==> config.mk <==
export PLATFORM = sky130hd
export DESIGN_NAME = rst_clk_sequencer
export DESIGN_NICKNAME = d
export VERILOG_FILES = /design/src/rtl/rcs_pkg.sv /design/src/rtl/rcs_strap_check.sv /design/src/rtl/rcs_timer.sv /design/src/rtl/rcs_divider.sv /design/src/rtl/rst_clk_sequencer.sv
export SDC_FILE = /design/constraint.sdc
export NUM_CORES = 1
export LEC_CHECK = 0
export BUFFER_PORTS_ARGS = -buffer_cell sky130_fd_sc_hd__buf_2
export CORE_ASPECT_RATIO = 1.25
export CORE_UTILIZATION = 42
export DETAILED_ROUTE_END_ITERATION = 12
export HOLD_SLACK_MARGIN = 0.05
export PLACE_DENSITY = 0.71
export SLEW_MARGIN = 30
export SYNTH_ARGS = -nofsm -noshare
export SYNTH_HDL_FRONTEND = slang
export SYNTH_SLANG_ARGS = --single-unit
==> constraint.sdc <==
create_clock -name clk_ref -period 2.2 [get_ports clk_ref]
set_input_delay 0.11 -clock clk_ref [delete_from_list [all_inputs] [get_ports clk_ref]]
set_output_delay 0.11 -clock clk_ref [all_outputs]
set_load 0.1 [all_outputs]
==> src/rtl/rcs_pkg.sv <==
package rcs_pkg;
  typedef enum logic [2:0] {
    ST_BYP  = 3'd0,
    ST_RUN  = 3'd1,
    ST_STOP = 3'd2,
    ST_WDR  = 3'd3,
    ST_ERR  = 3'd4
  } rcs_state_e;
endpackage

==> src/rtl/rcs_strap_check.sv <==
module rcs_strap_check (
  input  logic [2:0] straps,
  output logic       illegal
);
  // {prom_boot, rst_dir, pci_host}: rst_dir without flash boot is forbidden
  always_comb begin
    illegal = (straps == 3'b010) || (straps == 3'b011);
  end
endmodule

==> src/rtl/rcs_timer.sv <==
module rcs_timer #(
  parameter int W = 5
) (
  input  logic         clk,
  input  logic         rst_n,
  input  logic         load,
  input  logic [W-1:0] load_val,
  output logic         done
);
  logic [W-1:0] cnt_q;

  always_ff @(posedge clk or negedge rst_n) begin
    if (!rst_n)               cnt_q <= '0;
    else if (load)            cnt_q <= load_val;
    else if (cnt_q != '0)     cnt_q <= cnt_q - 1'b1;
  end

  assign done = (cnt_q == '0);
endmodule

==> src/rtl/rcs_divider.sv <==
module rcs_divider #(
  parameter int DIV = 16
) (
  input  logic clk,
  input  logic rst_n,
  input  logic en,
  output logic tick
);
  localparam int DW = (DIV > 2) ? $clog2(DIV) : 1;
  localparam logic [DW-1:0] LAST = DW'(DIV - 1);

  logic [DW-1:0] cnt_q;

  always_ff @(posedge clk or negedge rst_n) begin
    if (!rst_n)              cnt_q <= '0;
    else if (!en)            cnt_q <= '0;
    else if (cnt_q == LAST)  cnt_q <= '0;
    else                     cnt_q <= cnt_q + 1'b1;
  end

  assign tick = en && (cnt_q == LAST);
endmodule

==> src/rtl/rst_clk_sequencer.sv <==
module rst_clk_sequencer #(
  parameter int DIV      = 16,
  parameter int STOP_CYC = 32,
  parameter int WD_CYC   = 16
) (
  input  logic clk_ref,
  input  logic por_n,
  input  logic ext_rst_n,
  input  logic pll_locked,
  input  logic pci_rst_n,
  input  logic strap_prom_boot,
  input  logic strap_rst_dir,
  input  logic strap_pci_host,
  input  logic clkcnt_wr,
  input  logic wdog_en,
  input  logic wdog_expire,
  output logic bypass_clk_en,
  output logic div_clk_en,
  output logic div_tick,
  output logic unit_rst_n,
  output logic chip_rst,
  output logic strap_err
);
  import rcs_pkg::*;

  localparam int MAXC = (STOP_CYC > WD_CYC) ? STOP_CYC : WD_CYC;
  localparam int TW   = (MAXC > 2) ? $clog2(MAXC) : 1;
  localparam logic [TW-1:0] STOP_LD = TW'(STOP_CYC - 1);
  localparam logic [TW-1:0] WD_LD   = TW'(WD_CYC - 1);

  rcs_state_e   state_q, state_d;
  logic         err_q;
  logic         illegal;
  logic         tmr_load, tmr_done;
  logic [TW-1:0] tmr_val;
  logic         pci_hit, wd_hit, active;

  rcs_strap_check u_strap (
    .straps  ({strap_prom_boot, strap_rst_dir, strap_pci_host}),
    .illegal (illegal)
  );

  rcs_timer #(.W(TW)) u_timer (
    .clk      (clk_ref),
    .rst_n    (por_n),
    .load     (tmr_load),
    .load_val (tmr_val),
    .done     (tmr_done)
  );

  rcs_divider #(.DIV(DIV)) u_div (
    .clk   (clk_ref),
    .rst_n (por_n),
    .en    (div_clk_en),
    .tick  (div_tick)
  );

  assign pci_hit = strap_rst_dir && !pci_rst_n;
  assign wd_hit  = wdog_en && wdog_expire;
  assign active  = (state_q == ST_RUN) || (state_q == ST_STOP);

  always_comb begin
    state_d  = state_q;
    tmr_load = 1'b0;
    tmr_val  = STOP_LD;
    if (illegal || err_q) begin
      state_d = ST_ERR;
    end else if (active && wd_hit) begin
      state_d  = ST_WDR;
      tmr_load = 1'b1;
      tmr_val  = WD_LD;
    end else if (active && pci_hit) begin
      state_d = ST_BYP;
    end else begin
      case (state_q)
        ST_BYP:  if (pll_locked && ext_rst_n && !pci_hit) state_d = ST_RUN;
        ST_RUN:  if (clkcnt_wr) begin
                   state_d  = ST_STOP;
                   tmr_load = 1'b1;
                   tmr_val  = STOP_LD;
                 end
        ST_STOP: if (tmr_done) state_d = ST_RUN;
        ST_WDR:  if (tmr_done) state_d = ST_BYP;
        default: state_d = ST_ERR;
      endcase
    end
  end

  always_ff @(posedge clk_ref or negedge por_n) begin
    if (!por_n) begin
      state_q <= ST_BYP;
      err_q   <= 1'b0;
    end else begin
      state_q <= state_d;
      err_q   <= err_q | illegal;
    end
  end

  assign bypass_clk_en = (state_q == ST_BYP) || (state_q == ST_ERR);
  assign div_clk_en    = (state_q == ST_RUN);
  assign unit_rst_n    = active;
  assign chip_rst      = (state_q == ST_WDR);
  assign strap_err     = err_q;
endmodule

# Word-level counts from Yosys, hierarchy flattened
# Cells that the tools add are included.
[classes] addsub=2 n_eq_ne=11 n_mux=19 n_bitwise=1 reduce_logical=18
[ops] op="2-to-1 mux 3 bit" count=7
[ops] op="2-to-1 mux 5 bit" count=4
[ops] op="equality test 3 x 2 -> 1 bit (second input constant)" count=4
[ops] op="one-hot mux 3 bit (4 select lines)" count=1
[ops] op="!= test 5 bit (second input constant)" count=2
[ops] op="2-to-1 mux 4 bit" count=2
[ops] op="logical AND 1 bit" count=7
[ops] op="zero test 5 bit" count=1
[ops] op="2-to-1 mux 1 bit" count=5
[ops] op="!= test 5 x 1 -> 1 bit (second input constant)" count=1
[ops] op="!= test 5 x 2 -> 1 bit (second input constant)" count=1
[ops] op="nonzero test 5 bit" count=1
[ops] op="subtractor 5 x 1 -> 5 bit (second input constant)" count=1
[ops] op="adder 4 x 1 -> 4 bit (second input constant)" count=1
[ops] op="equality test 4 bit (second input constant)" count=1
[ops] op="logical OR 1 bit" count=4
[ops] op="AND reduction 4 bit" count=1
[ops] op="equality test 3 x 1 -> 1 bit (second input constant)" count=1
[ops] op="equality test 3 bit (second input constant)" count=1
[ops] op="zero test 3 bit" count=1
[ops] op="zero test 1 bit" count=2
[ops] op="nonzero test 2 bit" count=1
[ops] op="OR 1 bit" count=1
[word_totals] regBits=13 out_inout_bits=6

# Longest topological paths before layout
[depth] word_depth=9 mapped_depth=6 mapped_depth_nobuf=6

# Cells and area by module
# From an unflattened synthesis, not the netlist that was laid out.
[unflattened] hier_cells=76 area_unflattened_um2=724.4
[modules_own_cells] mod="rcs_timer" instances=1 cells_each=27 area_each_um2=279.0 seq_area_each_um2=125.1
[modules_own_cells] mod="rst_clk_sequencer" instances=1 cells_each=33 area_each_um2=257.7 seq_area_each_um2=100.1
[modules_own_cells] mod="rcs_divider" instances=1 cells_each=15 area_each_um2=173.9 seq_area_each_um2=100.1
[modules_own_cells] mod="rcs_strap_check" instances=1 cells_each=1 area_each_um2=13.8 seq_area_each_um2=0.0

# Worst setup path after synthesis
# Ideal clock, no wire load.
[synth_path] path_type="register to register" startpoint="register state_q[1]" endpoint="register state_q[0]" setup_time_ns=0.124 arrival_time_ns=2.237 path_slack_ns=-0.161 stages_incl_launch_ff=4 period_less_slack_ns=2.361 cell_sequence="dfrtp_1 nor2_1 a221oi_1 o31a_1"
[synth_between] elab_chain_cells=6
[synth_lines] item="start: declaration" line_no="rst_clk_sequencer.sv:31" rtl="rcs_state_e state_q, state_d;"
[synth_lines] item="start signal: assignment" line_no="rst_clk_sequencer.sv:94" rtl="state_q <= state_d;"
[synth_lines] item="branches (longest 6 deep; another with one-hot mux 3 bit (4 select lines))"
# Several ways; the timed one is not identified.
# A chain may end at the register's enable or synchronous reset.

# Final worst setup path
[layout_path] startpoint="register state_q[0]" endpoint="output div_tick"
[layout_between] elab_chain_cells=2
[layout_lines] item="equality test 3 x 1 -> 1 bit" line_no="rst_clk_sequencer.sv:100" rtl="assign div_clk_en = (state_q == ST_RUN);"
[layout_lines] item="logical AND 1 bit" line_no="rcs_divider.sv:21" rtl="assign tick = en && (cnt_q == LAST);"
[layout_lines] item="end: declaration" line_no="rst_clk_sequencer.sv:19" rtl="output logic div_tick,"
# Every way passes these cells.

==> out/summary.txt <==
Total setup buffers inserted after CTS: 0
CTS Buffer Depth: 2
Initial Util: 0.451
Crit path from: state_q[0]
R2R depth: 6
Slew HR: 0.675
Mean Syn Cell Area: 9.78 µm²
DRC: 0
Worst skew pair latency: 0.27 ns
CTS Buf Count: 3
Post-DP HPWL: 1070 µm
Worst reg2reg path endpoint: state_q[0]
Placed instance area: 815 µm²
Initial antenna violation count: 0
Element type at the critical path start: register
VDD IR-drop max: 0.521 mV
IO Pins: 17
Number of flops mapped to enable cells by yosys: 0
Layout cells sized above 1: 0.290
Vias: 598
Most frequently used flop master after synthesis: dfrtp_1
Total track usage: 0.162
Final std cells w/o fill: 111
Iter 0 DRT Violations: 11
Fin. Hold Viols: 0
Dpl ws: 0.540 ns
Post-CTS Resized: 0
Pleak: 0.381 nW
Max-capacitance violation count: 0
Seq/Total Area, Yosys: 0.462
Setup-failing EPs final: 0
Fmax: 549 MHz
Buffers added on ports: 15
DRT antenna net count: 0
Hold bufs inserted after CTS: 1
Final Skew: 0.00498 ns
CTS tree: done
Slew @ Worst Pin: 0.483 ns
R2R Path Start: u_timer.cnt_q[0]
Die area: 1850 µm²
Post-Synthesis Cells: 72
Worst Hold Class: in2reg
Unrepaired setup endpoints after global routing: no
Netlist cell types: 28
Placed cells: 106
Final net count: 107
Setup ws final: 0.380 ns
Metal2 WL: 650 µm
Drt pass-1 iters: 4
Yosys reg bits: 13
Wirelength per Cell: 12.0 µm
Std cell rows: 16
Synth Cell Area: 704 µm²
First-pass GRT wire length: 2040 µm
Synth Net Count: 85
Highest metal used: met4
Die Span X: 38.6 µm
Overflow after GRT: 0
CTS sink cnt: 13
Largest net degree at the start of global routing: 14
Period utilization: 0.827
DR vias/cell: 5.39
Total Wirelength: 1340 µm
Hold Path End: strap_err
Commonest cells after routing, fill and taps aside: 15 x buf_2, 13 x dfrtp_1, 7 x nor2_1, 6 x inv_1
Final instance area: 851 µm²
Critical path arrival: 1.71 ns
Power density over the cells: 778 nW/µm²
Setup CP Type: reg2out
Worst-path maximum fanout: 7
Core area: 1560 µm²
Clock Pin Slew Worst Setup and Hold Paths: 0.08 ns
Pins Over Slew Limit: 0
Placer Congestion: 0.760
Root Buffer: clkbuf_4
Die H: 47.8 µm
Worst setup EP type: primary output
Status: complete, no violations
Area Overhead vs Synth: 20.8%
Worst hold start: strap_rst_dir
Wire length on met1: 608 µm
Register-to-register setup slack: 0.53 ns
Number of global-route vias before repair: 495
Ys async rst share: 1.00
CTS HTree Levels: 1
Synth Warn #: 0
Hold Path Stages: 3
Met3 routed WL: 56 µm
Final min period: 1.82 ns
Required time of the critical path: 2.09 ns
Antenna diodes: 0
Commonest non-fill, non-tap cell in the layout: buf_2
Setup_tns: 0 ns
power by group:
group / internal (W) / switching (W) / total [W]
combinational: 0.000101 / 0.0000878 / 0.000189
sequential: 0.000282 / 0.0000452 / 0.000327
clock: 0.0000703 / 0.0000751 / 0.000145
total: 0.000454 / 0.000208 / 0.000662
cell usage after synthesis (2+ instances only):
library cell | count | area [µm²]
nor2_1 | 9 | 33.8
xnor2_1 | 2 | 17.5
nand2b_1 | 4 | 25.0
nand3_1 | 3 | 15.0
nand2_1 | 4 | 15.0
a21oi_1 | 3 | 15.0
ha_1 | 2 | 25.0
nand4b_1 | 2 | 17.5
and2_1 | 2 | 12.5
o21ai_0 | 3 | 15.0
nor3_1 | 2 | 10.0
dfrtp_1 | 13 | 325
o211ai_1 | 3 | 22.5
inv_1 | 6 | 22.5
metrics by stage:
stage | utilization | total power, W | hold slack [ns]
6_report | 0.545 | 0.000662 | 0.110
5_1_grt | 0.545 | 0.000709 | 0.126
4_1_cts | 0.545 | 0.000668 | 0.108
3_5_place_dp | 0.522 | 0.000519 | 0.0141
3_3_place_gp | 0.522 | 0.000514 | 0.00927
2_1_floorplan | - | 0.000464 | -0.186
state kept, by name, indices dropped and copies added, names as in the netlist:
register / count
state_q: 3
u_div.cnt_q: 4
u_timer.cnt_q: 5
strap_err: 1
per-layer routing:
layer  global-route usage  vias to the layer above
met5                    0                        -
li1                     -                      297
met2                0.260                       17
met3               0.0419                        3
met1                0.210                      281
met4               0.0621                        0
logic make-up after synthesis:
kind of cell	share of synthesized area
fa+ha+maj	0.0355
simple gates	0.274
xor+xnor	0.0249
compound gates	0.165
flops	0.462
buf+inv	0.0391
cell type report:
class / count / area, µm²
multi-input cells: 52 / 357
fillers: 153 / 711
inverters: 7 / 27.5
flip-flops and latches: 13 / 325
repair buffers: 17 / 92.6
clock buffers: 4 / 26.3
well taps: 18 / 22.5
worst max path at each step:
stage,to,slack (ns)
after floorplan,unit_rst_n,0.24
after global placement,state_q[0],0.55
after detailed placement,state_q[0],0.54
after CTS,div_tick,0.37
after global routing,div_tick,0.32
final,div_tick,0.38
worst max-delay path: stages, from the launching register on:
cell	delay (ns)
dfrtp_1	0.46
or3b_4	0.45
nor2_2	0.11
buf_2	0.42
Power figures use the tool's default switching activity.
